$ cat src/rtl/wdt_pkg.sv
package wdt_pkg;

    typedef enum logic [1:0] {
        ADDR_LOAD  = 2'd0,
        ADDR_CTRL  = 2'd1,
        ADDR_FEED  = 2'd2,
        ADDR_COUNT = 2'd3
    } wdt_addr_e;

    typedef enum logic [1:0] {
        WD_OFF,
        WD_ARMED,
        WD_RUN,
        WD_EXPIRED
    } wd_state_e;

    typedef enum logic {
        FS_IDLE,
        FS_HALF
    } feed_state_e;

    localparam logic [7:0] KEY_FIRST  = 8'hAA;
    localparam logic [7:0] KEY_SECOND = 8'h55;

    localparam int CTRL_EN_BIT   = 0;
    localparam int CTRL_RST_BIT  = 1;
    localparam int CTRL_FLAG_BIT = 2;

endpackage

$ cat src/rtl/wdt_feed_seq.sv
module wdt_feed_seq
    import wdt_pkg::*;
(
    input  logic       clk,
    input  logic       rst_n,
    input  logic       feed_wr,
    input  logic [7:0] feed_byte,
    output logic       feed_ok
);

    feed_state_e state_q, state_d;

    always_ff @(posedge clk or negedge rst_n) begin
        if (!rst_n) begin
            state_q <= FS_IDLE;
        end else begin
            state_q <= state_d;
        end
    end

    always_comb begin
        state_d = state_q;
        if (feed_wr) begin
            unique case (state_q)
                FS_IDLE: state_d = (feed_byte == KEY_FIRST) ? FS_HALF : FS_IDLE;
                FS_HALF: state_d = FS_IDLE;
                default: state_d = FS_IDLE;
            endcase
        end
    end

    always_comb begin
        feed_ok = 1'b0;
        unique case (state_q)
            FS_IDLE: feed_ok = 1'b0;
            FS_HALF: feed_ok = feed_wr && (feed_byte == KEY_SECOND);
            default: feed_ok = 1'b0;
        endcase
    end

endmodule

$ cat src/rtl/wdt_regs.sv
module wdt_regs
    import wdt_pkg::*;
#(
    parameter int               DATA_W     = 32,
    parameter logic [DATA_W-1:0] LOAD_RESET = DATA_W'(32'hFF)
) (
    input  logic              clk,
    input  logic              por_n,
    input  logic              rst_n,
    input  logic              wr_en,
    input  logic [1:0]        addr,
    input  logic [DATA_W-1:0] wdata,
    input  logic              timeout_pulse,
    output logic [DATA_W-1:0] load_val,
    output logic              en,
    output logic              rst_en,
    output logic              flag
);

    logic wr_load;
    logic wr_ctrl;

    always_comb begin
        wr_load = wr_en && (addr == ADDR_LOAD);
        wr_ctrl = wr_en && (addr == ADDR_CTRL);
    end

    always_ff @(posedge clk or negedge rst_n) begin
        if (!rst_n) begin
            load_val <= LOAD_RESET;
            en       <= 1'b0;
            rst_en   <= 1'b0;
        end else begin
            if (wr_load) begin
                load_val <= wdata;
            end
            if (wr_ctrl) begin
                rst_en <= wdata[CTRL_RST_BIT];
                if (wdata[CTRL_EN_BIT]) begin
                    en <= 1'b1;
                end
            end
        end
    end

    always_ff @(posedge clk or negedge por_n) begin
        if (!por_n) begin
            flag <= 1'b0;
        end else if (timeout_pulse) begin
            flag <= 1'b1;
        end else if (wr_ctrl && !wdata[CTRL_FLAG_BIT]) begin
            flag <= 1'b0;
        end
    end

endmodule

$ cat src/rtl/wdt_core.sv
module wdt_core
    import wdt_pkg::*;
#(
    parameter int DATA_W   = 32,
    parameter int PRESCALE = 4
) (
    input  logic              clk,
    input  logic              rst_n,
    input  logic              en,
    input  logic              rst_en,
    input  logic              feed_ok,
    input  logic [DATA_W-1:0] load_val,
    output logic [DATA_W-1:0] count,
    output logic              timeout_pulse,
    output logic              reset_req,
    output logic              live
);

    localparam int               PRE_W   = (PRESCALE > 1) ? $clog2(PRESCALE) : 1;
    localparam logic [PRE_W-1:0] PRE_TOP = PRE_W'(PRESCALE - 1);

    wd_state_e         state_q, state_d;
    logic [PRE_W-1:0]  pre_q;
    logic              tick;
    logic              reload;
    logic              last_tick;

    always_comb begin
        tick      = (pre_q == PRE_TOP);
        reload    = feed_ok && ((state_q == WD_ARMED) || (state_q == WD_RUN));
        last_tick = (state_q == WD_RUN) && tick && !feed_ok && (count <= DATA_W'(1));
    end

    always_ff @(posedge clk or negedge rst_n) begin
        if (!rst_n) begin
            state_q <= WD_OFF;
        end else begin
            state_q <= state_d;
        end
    end

    always_comb begin
        state_d = state_q;
        unique case (state_q)
            WD_OFF:     if (en) state_d = WD_ARMED;
            WD_ARMED:   if (feed_ok) state_d = WD_RUN;
            WD_RUN:     if (last_tick) state_d = WD_EXPIRED;
            WD_EXPIRED: state_d = WD_EXPIRED;
            default:    state_d = WD_OFF;
        endcase
    end

    always_ff @(posedge clk or negedge rst_n) begin
        if (!rst_n) begin
            pre_q <= '0;
            count <= '0;
        end else if (reload) begin
            pre_q <= '0;
            count <= load_val;
        end else if (state_q == WD_RUN) begin
            pre_q <= tick ? '0 : pre_q + PRE_W'(1);
            if (tick && (count != '0)) begin
                count <= count - DATA_W'(1);
            end
        end
    end

    always_ff @(posedge clk or negedge rst_n) begin
        if (!rst_n) begin
            reset_req <= 1'b0;
        end else if (last_tick && rst_en) begin
            reset_req <= 1'b1;
        end
    end

    always_comb begin
        timeout_pulse = last_tick;
        unique case (state_q)
            WD_ARMED, WD_RUN: live = 1'b1;
            default:          live = 1'b0;
        endcase
    end

endmodule

$ cat src/rtl/seq_watchdog.sv
module seq_watchdog
    import wdt_pkg::*;
#(
    parameter int                DATA_W     = 32,
    parameter int                PRESCALE   = 4,
    parameter logic [DATA_W-1:0] LOAD_RESET = DATA_W'(32'hFF)
) (
    input  logic              clk,
    input  logic              por_n,
    input  logic              sys_rst_n,
    input  logic              wr_en,
    input  logic [1:0]        addr,
    input  logic [DATA_W-1:0] wdata,
    output logic [DATA_W-1:0] rdata,
    output logic              reset_req
);

    logic              core_rst_n;
    logic [DATA_W-1:0] load_val;
    logic [DATA_W-1:0] count;
    logic              en;
    logic              rst_en;
    logic              flag;
    logic              feed_ok;
    logic              timeout_pulse;
    logic              live;
    logic              feed_wr;

    assign core_rst_n = por_n & sys_rst_n;
    assign feed_wr    = wr_en && (addr == ADDR_FEED);

    wdt_regs #(
        .DATA_W     (DATA_W),
        .LOAD_RESET (LOAD_RESET)
    ) u_regs (
        .clk           (clk),
        .por_n         (por_n),
        .rst_n         (core_rst_n),
        .wr_en         (wr_en),
        .addr          (addr),
        .wdata         (wdata),
        .timeout_pulse (timeout_pulse),
        .load_val      (load_val),
        .en            (en),
        .rst_en        (rst_en),
        .flag          (flag)
    );

    wdt_feed_seq u_feed (
        .clk       (clk),
        .rst_n     (core_rst_n),
        .feed_wr   (feed_wr),
        .feed_byte (wdata[7:0]),
        .feed_ok   (feed_ok)
    );

    wdt_core #(
        .DATA_W   (DATA_W),
        .PRESCALE (PRESCALE)
    ) u_core (
        .clk           (clk),
        .rst_n         (core_rst_n),
        .en            (en),
        .rst_en        (rst_en),
        .feed_ok       (feed_ok),
        .load_val      (load_val),
        .count         (count),
        .timeout_pulse (timeout_pulse),
        .reset_req     (reset_req),
        .live          (live)
    );

    always_comb begin
        rdata = '0;
        unique case (wdt_addr_e'(addr))
            ADDR_LOAD:  rdata = load_val;
            ADDR_CTRL: begin
                rdata[CTRL_EN_BIT]   = en;
                rdata[CTRL_RST_BIT]  = rst_en;
                rdata[CTRL_FLAG_BIT] = flag;
            end
            ADDR_FEED:  rdata = '0;
            ADDR_COUNT: rdata = count;
            default:    rdata = '0;
        endcase
    end

endmodule

$ cat config.mk
export PLATFORM = sky130hd
export DESIGN_NAME = seq_watchdog
export DESIGN_NICKNAME = d
export VERILOG_FILES = /design/src/rtl/wdt_pkg.sv /design/src/rtl/wdt_feed_seq.sv /design/src/rtl/wdt_regs.sv /design/src/rtl/wdt_core.sv /design/src/rtl/seq_watchdog.sv
export SDC_FILE = /design/constraint.sdc
export NUM_CORES = 1
export LEC_CHECK = 0
export CAP_MARGIN = 20
export CORE_MARGIN = 2
export CORE_UTILIZATION = 60
export DETAILED_ROUTE_END_ITERATION = 16
export DONT_BUFFER_PORTS = 1
export HOLD_SLACK_MARGIN = 0.15
export PLACE_DENSITY_LB_ADDON = 0.1
export SYNTH_ARGS = -nofsm -noshare
export SYNTH_HDL_FRONTEND = slang
export SYNTH_SLANG_ARGS = --single-unit
$ cat constraint.sdc
create_clock -name clk -period 6.65 [get_ports clk]
set_input_delay 0.665 -clock clk [delete_from_list [all_inputs] [get_ports clk]]
set_output_delay 0.665 -clock clk [all_outputs]
set_load 0.03 [all_outputs]
==> flow_summary.yaml <==
run_status:
  status: "finished clean"
sta:
  worstMarginPinSlew_ns: 0.964
  worst_clock_skew_ns: 0.0125
  post-route-period-util: 0.415
  finalSetupViolations: 0
  relSlewSlack: 0.351
  fin_ws_ns: 3.89
  fin_crit_ns: 2.76
  fmax_mhz: 363
  rsz0062_at_grt: "no"
  maxSlewViolCount: 0
  tns_ns: 0
  finalHoldViolations: 0
detailed_routing:
  drc: 0
  vias_per_cell: 6.57
  drtPass1Iterations: 7
  vias: 3634
  wire_per_inst_um: 19.3
  routed_wl_um: 10700
  drt_iter0_drc: 241
  ant_nets: 0
cts:
  cts_tree: "done"
  cts.htree.levels: 3
  cts_buffers: 9
  path_clk_slew_ns: 0.08
  cts_hold_buf: 1
  clock_latency_ns: 0.36
  post-cts-setup-buffers: 0
  clockBufferDepth: 2
  ctsResizeCount: 0
  cts_num_sinks: 73
  cts_root_buf: "clkbuf_8"
job:
  maxCapViolCount: 0
setup_path:
  crit_start: "addr[0]"
  reg2reg_to: "u_core.count[9]"
  crit_fanout: 18
  regToRegSetupSlack_ns: 3.90
  path_class: "primary input to output port"
  crit_required_ns: 5.98
  cp-start-kind: "primary input"
  cp.arrival_ns: 2.09
  r2r_start: "u_core.state_q[0]"
  reg2reg_depth: 6
  crit_path_end_kind: "output port"
synthesis:
  syn_nets: 509
  yosysSeqAreaShare: 0.417
  ys_seq_elements: 73
  synthArstFlopShare: 1.00
  synth_cells: 458
  synth_edf_count: 0
  syn_area_mm2: 0.00440
  synth_area_per_cell_um2: 9.61
  synth.distinct_cells: 58
  synth_ff_type: "dfrtp_1"
  yosys_warnings: 0
finish:
  nNetsFinal: 500
  area_delta_synth_final_pct: 6.20
  multi_input_area_mm2: 0.00242
  antenna_cells: 0
  drive_gt1_frac: 0.172
  num-fill-cells: 616
  seqCellArea_mm2: 0.00184
global_routing:
  gr-total-overflow: 0
  grt_usage: 0.282
  grt_pass1_vias: 3509
  busiest_layer: "met2"
  grt_use_met1: 0.383
  grt_max_degree: 73
  antenna_found_initial: 0
  grt_use_met2: 0.450
  grt_pass1_wl_um: 17400
  met3_usage: 0.0686
floorplan:
  die_y_um: 89.6
  dieArea_mm2: 0.00804
  coreArea_mm2: 0.00718
  die_width_um: 89.6
  ioPinCount: 71
  initial_utilization: 0.613
  fp-row-count: 31
placed_design:
  gp_congestion: 0.895
  io_buffers: 0
  hpwlAfterDp_um: 7140
  place_ws_ns: 3.39
pwr:
  p_leak_nw: 1.80
  powerDensity_mw_per_mm2: 242
  vdd_drop_max_uv: 123
hold_path:
  hp-class: "primary input to asynchronous set/reset pin"
-- area by class of cell --
| cell class | instances | share of cell area |
|---|---|---|
| clock inverters | 3 | 0.00375 |
| repair buffers | 8 | 0.0187 |
| clock buffers | 13 | 0.0319 |
| well taps | 99 | 0.0265 |
| multi-input cells | 347 | 0.518 |
| flip-flops and latches | 73 | 0.393 |
| inverters | 10 | 0.00803 |
-- where the power goes --
group / leakage, nW / total (mW) / internal [mW] / switching (mW)
sequential: 0.860 / 0.571 / 0.512 / 0.0590
clock: 0.0834 / 0.311 / 0.145 / 0.166
combinational: 0.857 / 0.248 / 0.104 / 0.144
total: 1.80 / 1.13 / 0.761 / 0.368
-- sequential cells by signal (all words and copies together) (netlist names) --
register	flops
u_core.count	32
u_regs.load_val	32
u_core.pre_q	2
u_core.state_q	2
u_core.reset_req	1
u_feed.state_q	1
u_regs.en	1
u_regs.flag	1
u_regs.rst_en	1
-- metrics by stage --
step,std cells,instance area [um2],total power [mW],util,hold slack [ns]
5_1_grt,553,4670,1.19,0.651,0.432
4_1_cts,550,4630,1.13,0.645,0.439
3_3_place_gp,533,4450,0.807,0.620,0.369
6_report,553,4670,1.13,0.651,0.447
2_1_floorplan,458,4400,0.764,-,0.369
3_5_place_dp,533,4450,0.821,0.620,0.369
-- cell families (layout without fill, tap and decap cells) --
logic type      after synthesis  after routing  synth area share
compound gates               97             97             0.160
xor+xnor                      8              8            0.0159
fa+ha+maj                    13             13            0.0370
buf+inv                      38             34            0.0330
flops                        73             73             0.417
mux                          36             36            0.0913
simple gates                193            193             0.245
-- worst max-delay path: stages --
cell,delay [ns]
inv_1,0.08
ha_1,0.54
buf_8,0.24
a22oi_1,0.10
nor2_1,0.46
-- metal layers --
| layer | up-vias | routed length (um) |
|---|---|---|
| met5 | - | 0 |
| met4 | 0 | 141 |
| met3 | 15 | 636 |
| met2 | 128 | 5000 |
| met1 | 1784 | 4880 |
| li1 | 1707 | - |
-- how the worst max path moves through the flow --
stage          cells after the start                  end  slack (ns)
3_3_place_gp                       5   u_regs.load_val[8]        3.48
5_1_grt                            6      u_core.count[9]        3.68
6_report                           5            rdata[19]        3.89
2_1_floorplan                      1      u_core.count[0]        3.78
4_1_cts                            4            rdata[19]        3.58
3_5_place_dp                       5  u_regs.load_val[12]        3.39
-- placed cells by master, fill, tap and decap left out, drive strengths merged, types with 7 or more instances in the layout --
| master | synthesis | layout |
|---|---|---|
| a21oi | 13 | 13 |
| a22oi | 32 | 32 |
| a31oi | 7 | 7 |
| buf | 8 | 7 |
| clkbuf | 20 | 13 |
| dfrtp | 65 | 65 |
| dfstp | 8 | 8 |
| ha | 13 | 13 |
| inv | 10 | 10 |
| mux2 | 33 | 33 |
| nand2 | 29 | 29 |
| nand3 | 18 | 18 |
| nand4 | 12 | 12 |
| nor2 | 66 | 66 |
| nor3 | 10 | 10 |
| o21ai | 7 | 7 |
| o311ai | 14 | 14 |
| or3 | 9 | 9 |
| or4 | 11 | 11 |
-- synthesized netlist by cell type (all sizes together), types with 2 or more instances --
cell type | instances | area, um2
a31o | 3 | 26.3
and4 | 4 | 35.0
a31oi | 7 | 43.8
ha | 13 | 163
or3 | 9 | 56.3
buf | 8 | 32.5
xor2 | 3 | 26.3
o31ai | 4 | 30.0
or2 | 2 | 12.5
o31a | 2 | 17.5
clkbuf | 20 | 75.1
inv | 10 | 37.5
nor4 | 6 | 73.8
nand4 | 12 | 90.1
o41ai | 2 | 17.5
nand3 | 18 | 90.1
or4b | 3 | 30.0
o311ai | 14 | 123
xnor2 | 5 | 43.8
a21oi | 13 | 65.1
dfstp | 8 | 210
and2 | 2 | 12.5
nor2 | 66 | 248
nand2b | 2 | 12.5
and3 | 2 | 12.5
nor4bb | 3 | 30.0
a22oi | 32 | 240
nand4b | 6 | 52.6
nand2 | 29 | 109
o211ai | 4 | 30.0
mux2i | 3 | 30.0
or4 | 11 | 86.3
mux2 | 33 | 372
o21ai | 7 | 35.0
nor3 | 10 | 65.1
o21bai | 2 | 15.0
dfrtp | 65 | 1630
nand3b | 3 | 22.5
Note: power is estimated with default switching activity, not from simulation.
